$ cat config.mk
export PLATFORM = sky130hd
export DESIGN_NAME = sio_shift_port
export DESIGN_NICKNAME = d
export VERILOG_FILES = /design/src/rtl/sio_pkg.sv /design/src/rtl/sio_mclk.sv /design/src/rtl/sio_ssync.sv /design/src/rtl/sio_shifter.sv /design/src/rtl/sio_regs.sv /design/src/rtl/sio_shift_port.sv
export SDC_FILE = /design/constraint.sdc
export NUM_CORES = 1
export LEC_CHECK = 0
export BUFFER_PORTS_ARGS = -buffer_cell sky130_fd_sc_hd__buf_2
export CORE_AREA = 3 3 72 57
export DETAILED_ROUTE_END_ITERATION = 7
export DIE_AREA = 0 0 75 60
export PLACE_DENSITY = 0.67
export RECOVER_POWER = 100
export SLEW_MARGIN = 30
export SYNTH_ARGS = -nofsm -noshare
export SYNTH_HDL_FRONTEND = slang
export SYNTH_SLANG_ARGS = --single-unit
$ cat constraint.sdc
create_clock -name clk -period 1.7 [get_ports clk]
set_input_delay 0.425 -clock clk [delete_from_list [all_inputs] [get_ports clk]]
set_output_delay 0.425 -clock clk [all_outputs]
set_load 0.005 [all_outputs]
$ cat src/rtl/sio_pkg.sv
package sio_pkg;

   // Register addresses on the CPU side
   typedef enum logic [1:0] {
      SIO_CTRL = 2'd0,
      SIO_STAT = 2'd1,
      SIO_DATA = 2'd2,
      SIO_NONE = 2'd3
   } sio_reg_e;

   // Control register field positions
   localparam int CTRL_EN_BIT = 0;
   localparam int CTRL_MS_BIT = 1;

   // Decoded one-cycle bus accesses
   typedef struct packed {
      logic wr_ctrl;
      logic rd_stat;
      logic rd_data;
      logic wr_data;
   } sio_acc_t;

endpackage

$ cat src/rtl/sio_mclk.sv
// Master serial clock generator: free divider while running, pulses for
// the falling and rising serial edges, clock pin register resting high.
module sio_mclk #(
   parameter int CLK_DIV = 4
) (
   input  logic clk,
   input  logic rst_n,
   input  logic start,
   input  logic stop,
   output logic fall,
   output logic rise,
   output logic run,
   output logic sck
);
   localparam int DW = (CLK_DIV > 2) ? $clog2(CLK_DIV) : 1;
   localparam logic [DW-1:0] HALF_V = DW'(CLK_DIV / 2);
   localparam logic [DW-1:0] WRAP_V = DW'(CLK_DIV - 1);

   generate
      if (CLK_DIV < 2 || (CLK_DIV % 2) != 0) begin : g_bad_div
         $error("sio_mclk: CLK_DIV must be even and at least 2");
      end
   endgenerate

   logic [DW-1:0] div_q;
   logic          run_q;
   logic          sck_q;

   assign fall = run_q && (div_q == '0);
   assign rise = run_q && (div_q == HALF_V);
   assign run  = run_q;
   assign sck  = sck_q;

   always_ff @(posedge clk or negedge rst_n) begin
      if (!rst_n) begin
         div_q <= '0;
         run_q <= 1'b0;
         sck_q <= 1'b1;
      end else if (stop) begin
         div_q <= '0;
         run_q <= 1'b0;
         sck_q <= 1'b1;
      end else if (start) begin
         div_q <= '0;
         run_q <= 1'b1;
         sck_q <= 1'b1;
      end else if (run_q) begin
         div_q <= (div_q == WRAP_V) ? '0 : div_q + 1'b1;
         if (fall) sck_q <= 1'b0;
         if (rise) sck_q <= 1'b1;
      end
   end

endmodule

$ cat src/rtl/sio_ssync.sv
// Slave clock front end: synchronizer chain and edge detector.
module sio_ssync #(
   parameter int STAGES = 2
) (
   input  logic clk,
   input  logic rst_n,
   input  logic sck_in,
   output logic fall,
   output logic rise
);
   generate
      if (STAGES < 2) begin : g_bad_stages
         $error("sio_ssync: STAGES must be at least 2");
      end
   endgenerate

   // chain[STAGES-1] is the synchronized level, chain[STAGES] its last value
   logic [STAGES:0] chain;

   always_ff @(posedge clk or negedge rst_n) begin
      if (!rst_n) chain <= '1;
      else        chain <= {chain[STAGES-1:0], sck_in};
   end

   assign fall =  chain[STAGES] && !chain[STAGES-1];
   assign rise = !chain[STAGES] &&  chain[STAGES-1];

endmodule

$ cat src/rtl/sio_shifter.sv
// Shift register, output bit and bit counter shared by both roles.
module sio_shifter #(
   parameter int W = 8
) (
   input  logic         clk,
   input  logic         rst_n,
   input  logic         load,
   input  logic [W-1:0] load_val,
   input  logic         fall,
   input  logic         rise,
   input  logic         clr,
   input  logic         sdi,
   output logic [W-1:0] shreg,
   output logic         sdo,
   output logic [$clog2(W)-1:0] bit_cnt,
   output logic         last
);
   localparam int CW = $clog2(W);
   localparam logic [CW-1:0] TOP_V = CW'(W - 1);

   logic [W-1:0]  sh_q;
   logic          sdo_q;
   logic [CW-1:0] cnt_q;

   assign last    = rise && (cnt_q == TOP_V) && !clr;
   assign shreg   = sh_q;
   assign sdo     = sdo_q;
   assign bit_cnt = cnt_q;

   always_ff @(posedge clk or negedge rst_n) begin
      if (!rst_n) begin
         cnt_q <= '0;
      end else if (clr) begin
         cnt_q <= '0;
      end else if (rise) begin
         cnt_q <= (cnt_q == TOP_V) ? '0 : cnt_q + 1'b1;
      end
   end

   always_ff @(posedge clk or negedge rst_n) begin
      if (!rst_n) begin
         sh_q <= '0;
      end else if (load) begin
         sh_q <= load_val;
      end else if (rise) begin
         sh_q <= {sh_q[W-2:0], sdi};
      end
   end

   always_ff @(posedge clk or negedge rst_n) begin
      if (!rst_n)    sdo_q <= 1'b0;
      else if (fall) sdo_q <= sh_q[W-1];
   end

endmodule

$ cat src/rtl/sio_regs.sv
// Control bits, status flags and the two-step flag clear sequence.
module sio_regs
   import sio_pkg::*;
(
   input  logic     clk,
   input  logic     rst_n,
   input  sio_acc_t acc,
   input  logic     wr_en_bit,
   input  logic     wr_ms_bit,
   input  logic     busy,
   input  logic     last,
   output logic     en,
   output logic     ms,
   output logic     done,
   output logic     coll,
   output logic     armed
);
   logic data_acc;
   assign data_acc = acc.rd_data || acc.wr_data;

   always_ff @(posedge clk or negedge rst_n) begin
      if (!rst_n) begin
         en <= 1'b0;
         ms <= 1'b0;
      end else if (acc.wr_ctrl) begin
         en <= wr_en_bit;
         ms <= wr_ms_bit;
      end
   end

   // Arming: a status read that sees a flag set; consumed by any data access
   always_ff @(posedge clk or negedge rst_n) begin
      if (!rst_n)                         armed <= 1'b0;
      else if (data_acc)                  armed <= 1'b0;
      else if (acc.rd_stat && (done || coll)) armed <= 1'b1;
   end

   always_ff @(posedge clk or negedge rst_n) begin
      if (!rst_n)                    done <= 1'b0;
      else if (last)                 done <= 1'b1;
      else if (data_acc && armed)    done <= 1'b0;
   end

   always_ff @(posedge clk or negedge rst_n) begin
      if (!rst_n)                    coll <= 1'b0;
      else if (data_acc && busy)     coll <= 1'b1;
      else if (data_acc && armed)    coll <= 1'b0;
   end

endmodule

$ cat src/rtl/sio_shift_port.sv
module sio_shift_port
   import sio_pkg::*;
#(
   parameter int DATA_W      = 8,
   parameter int CLK_DIV     = 4,
   parameter int SYNC_STAGES = 2,
   parameter bit HAS_SLAVE   = 1'b1
) (
   input  logic              clk,
   input  logic              rst_n,
   input  logic [1:0]        cpu_addr,
   input  logic              cpu_wr,
   input  logic              cpu_rd,
   input  logic [DATA_W-1:0] cpu_wdata,
   output logic [DATA_W-1:0] cpu_rdata,
   input  logic              sck_in,
   output logic              sck_out,
   output logic              sck_oe,
   input  logic              sdi_in,
   output logic              sdo_out,
   output logic              sdo_oe
);
   localparam int CW = $clog2(DATA_W);

   generate
      if (DATA_W < 4) begin : g_bad_width
         $error("sio_shift_port: DATA_W must be at least 4");
      end
   endgenerate

   sio_acc_t      acc;
   logic          en_q, ms_q, st_done, st_coll, clr_armed;
   logic          busy, load, start, abort;
   logic          m_fall, m_rise, m_run, m_sck;
   logic          s_fall, s_rise;
   logic          sh_fall, sh_rise, sh_last;
   logic [CW-1:0] bit_cnt;
   logic [DATA_W-1:0] shreg;

   // Bus decode
   always_comb begin
      acc.wr_ctrl = cpu_wr && (cpu_addr == SIO_CTRL);
      acc.rd_stat = cpu_rd && (cpu_addr == SIO_STAT);
      acc.rd_data = cpu_rd && (cpu_addr == SIO_DATA);
      acc.wr_data = cpu_wr && (cpu_addr == SIO_DATA);
   end

   assign busy  = m_run || (bit_cnt != '0);
   assign load  = acc.wr_data && !busy;
   assign start = load && en_q && ms_q;
   assign abort = acc.wr_ctrl && !cpu_wdata[CTRL_EN_BIT];

   sio_regs u_regs (
      .clk       (clk),
      .rst_n     (rst_n),
      .acc       (acc),
      .wr_en_bit (cpu_wdata[CTRL_EN_BIT]),
      .wr_ms_bit (cpu_wdata[CTRL_MS_BIT]),
      .busy      (busy),
      .last      (sh_last),
      .en        (en_q),
      .ms        (ms_q),
      .done      (st_done),
      .coll      (st_coll),
      .armed     (clr_armed)
   );

   sio_mclk #(.CLK_DIV(CLK_DIV)) u_mclk (
      .clk   (clk),
      .rst_n (rst_n),
      .start (start),
      .stop  (abort || sh_last),
      .fall  (m_fall),
      .rise  (m_rise),
      .run   (m_run),
      .sck   (m_sck)
   );

   generate
      if (HAS_SLAVE) begin : g_slave
         sio_ssync #(.STAGES(SYNC_STAGES)) u_ssync (
            .clk    (clk),
            .rst_n  (rst_n),
            .sck_in (sck_in),
            .fall   (s_fall),
            .rise   (s_rise)
         );
      end else begin : g_no_slave
         assign s_fall = 1'b0;
         assign s_rise = 1'b0;
      end
   endgenerate

   // Edge source selected by role, gated by the enable
   assign sh_fall = en_q && (ms_q ? m_fall : s_fall);
   assign sh_rise = en_q && (ms_q ? m_rise : s_rise);

   sio_shifter #(.W(DATA_W)) u_shift (
      .clk      (clk),
      .rst_n    (rst_n),
      .load     (load),
      .load_val (cpu_wdata),
      .fall     (sh_fall),
      .rise     (sh_rise),
      .clr      (abort),
      .sdi      (sdi_in),
      .shreg    (shreg),
      .sdo      (sdo_out),
      .bit_cnt  (bit_cnt),
      .last     (sh_last)
   );

   assign sck_out = m_sck;
   assign sck_oe  = en_q && ms_q;
   assign sdo_oe  = en_q;

   always_comb begin
      cpu_rdata = '0;
      case (cpu_addr)
         SIO_CTRL: begin
            cpu_rdata[CTRL_EN_BIT] = en_q;
            cpu_rdata[CTRL_MS_BIT] = ms_q;
         end
         SIO_STAT: begin
            cpu_rdata[DATA_W-1] = st_done;
            cpu_rdata[DATA_W-2] = st_coll;
         end
         SIO_DATA: cpu_rdata = shreg;
         default:  cpu_rdata = '0;
      endcase
   end

endmodule

==> results by group <==
Global routing
  – Met1 usage in global routing: 0.241
  – Met2 Use GR: 0.262
  – Largest net degree at the start of global routing: 25
  – Overflow after GRT: 0
  – All-layer global routing usage: 0.166
  – Global-route wire length before repair: 5750 um
  – Vias in the first global route: 1201
  – GRT met3 Usage: 0.0387
  – Initial antenna violation count: 0
  – Top Usage Layer GRT: met2

Die
  – Initial Util: 0.404
  – Die width: 75 um
  – Top Ports: 28
  – Core area: 3360 um^2
  – Die Y: 60 um
  – Die area: 4500 um^2
  – Core Rows: 18

Layout
  – Antenna cells: 0
  – Layout area overhead: 22.5%
  – Layout Utilization: 0.495
  – Fin nets: 196
  – Fillers: 323
  – Fin cells: 210
  – Layout cell share with drive strength beyond 1: 0.335

Drt
  – DRC viols: 0
  – Remaining antenna violation count: 0
  – Starting DRT DRC Count: 71
  – Routed vias/inst: 5.86
  – Via count: 1231
  – Post-Route WL: 3480 um
  – First drt pass iteration count: 4
  – Post-DR wirelength/cell: 16.6 um

Run status
  – Status: completed

Synthesis
  – Top cells by count, synth: 20 x dfrtp_1, 16 x o21ai_0, 12 x nand3_1, 9 x ha_1
  – Synth cell types: 36
  – Synthesized Nets: 162
  – Number of synthesized flops with an enable pin: 0
  – Yosys warning count: 0
  – Ys flop type: dfrtp_1
  – Seq cells post-synth: 24
  – Synth area leader: dfrtp_1
  – Dominant cells by area after synthesis: dfrtp_1 37%, ha_1 8.3%, dfstp_2 7.8%
  – Mean post-synth cell area: 9.89 um^2
  – Sequential fraction of the synthesis area: 0.447
  – Asr flop ratio synth: 1.00
  – Synthesized area: 1360 um^2
  – Most common cell in the synthesized netlist: dfrtp_1
  – Share of the synthesized area in the top cell type: 0.369
  – Synthesized instance count: 137

Power and ir drop
  – Leakage: 0.767 nW
  – Peak VDD IR: 639 uV
  – Power Total: 0.00229 W
  – P per Cell Area: 1380 nW/um^2

Critical path
  – Worst EP required: 1270 ps
  – Setup CP Type: in -> out
  – CP Max Fanout: 7
  – Element type at the critical path end: primary output
  – Cells on worst reg2reg path: 6
  – CP startpoint kind: primary input
  – Arrival time at the worst endpoint: 1210 ps

Job
  – Max_cap viols: 0

Timing
  – Final Hold Viols: 0
  – Final period demand of the worst path: 1630 ps
  – Hold WS: 246 ps
  – Max Slew Vio Count: 0
  – F_max: 612 MHz
  – Fin Clk Skew: 2.50 ps
  – Relative slew slack: 0.135
  – Worst-Margin Slew: 1300 ps
  – Fin crit share: 0.961
  – Final setup viols: 0

Placement
  – Placed cells: 206
  – Placer Congestion: 0.812
  – Detailed placement HPWL: 2520 um
  – Buffers on Ports: 27

Clock tree
  – Clock Root Buffer: clkbuf_8
  – Postcts setup bufs: 0
  – Number of buffers created by CTS: 3
  – Worst-Skew Late Latency: 270 ps
  – Maximum clock path buffer count: 2
  – CTS Sinks: 24
  – Worst-path clk slew: 80 ps
  – Htree depth: 1
  – CTS tree: done
  – Cts hold-fix bufs: 0

Min path
  – Hold Crit Depth: 1
  – HP Class: in -> reg
-- worst paths after layout --
path	start	endpoint	slack (ps)
setup / recovery	cpu_addr[0]	cpu_rdata[3]	70
hold / removal	sck_in	g_slave.u_ssync.chain[0]	250
min in group asynchronous	rst_n	u_shift.bit_cnt[0]	420
setup reg to reg	u_shift.bit_cnt[0]	u_shift.shreg[1]	100
max in group asynchronous	rst_n	u_regs.armed	520
hold reg to reg	g_slave.u_ssync.chain[0]	g_slave.u_ssync.chain[1]	370
-- through the flow --
step / setup WS (ps) / TNS [ps] / instance area [um^2]
3_5_place_dp: -16.3 / -50.3 / 1570
2_1_floorplan: 112 / 0 / 1360
4_1_cts: 18.7 / 0 / 1620
3_3_place_gp: 7.40 / 0 / 1570
5_1_grt: -2.35 / -2.85 / 1660
6_report: 66.1 / 0 / 1660
-- registers in the layout, summed over array words and instances (netlist names) --
register,count
u_mclk.run,1
u_mclk.sck,1
u_shift.shreg,8
u_shift.bit_cnt,3
u_regs.armed,1
u_shift.sdo,1
u_regs.done,1
g_slave.u_ssync.chain,3
u_regs.ms,1
u_regs.coll,1
u_mclk.div_q,2
u_regs.en,1
-- where the power goes --
part           internal (W)  total [W]  switching [W]
combinational      0.000431   0.000883       0.000452
sequential         0.000800    0.00101       0.000213
clock              0.000207   0.000391       0.000184
-- logic make-up after synthesis --
logic type / after synthesis / share of synthesized area
AND/OR/NAND/NOR: 47 / 0.211
AO/OA/AOI/OAI: 38 / 0.175
adder cells (fa/ha/maj): 9 / 0.0831
buffers and inverters: 15 / 0.0526
multiplexers: 4 / 0.0323
flip-flops: 24 / 0.447
-- cells in the final DEF (no fill, tap or decap), types with 2 or more instances in the layout --
cell	instances
ha_1	8
nand2_1	5
dfstp_2	2
inv_1	8
and2_1	4
nand3_1	11
clkbuf_1	3
buf_2	25
nor3_1	4
nor4_1	2
nor3b_1	2
a22oi_1	2
dfrtp_1	20
a22o_1	2
nor2b_1	2
nor2_1	2
a21oi_1	4
nor3_2	4
mux2_2	3
clkbuf_8	4
o21ai_0	16
a31oi_1	8
dfstp_1	2
buf_4	8
-- timing repair --
item                                   CTS  global route
endpoints found under the hold margin    0             0
setup endpoints to repair                4            14
resized for setup                        1             8
pin swaps                                0             1
-- worst max-delay path, stage by stage --
cell	delay (ps)
buf_2	110
inv_1	110
ha_4	180
buf_4	160
and2_1	120
buf_2	110
-- metal layers --
metal,vias up,part of all wire
li1,571,-
met1,599,0.45
met2,61,0.45
met3,0,0.099
met4,0,0
met5,-,0
-- final cells by class --
| type | instances | area, um^2 | area share |
|---|---|---|---|
| Clock buffer | 4 | 55.1 | 0.0332 |
| Inverter | 8 | 30.0 | 0.0181 |
| Multi-Input combinational cell | 98 | 723 | 0.436 |
| Sequential cell | 24 | 606 | 0.365 |
| Tap cell | 40 | 50.0 | 0.0301 |
| Timing Repair Buffer | 36 | 196 | 0.118 |
No activity file was read; power rests on OpenSTA's default activity.
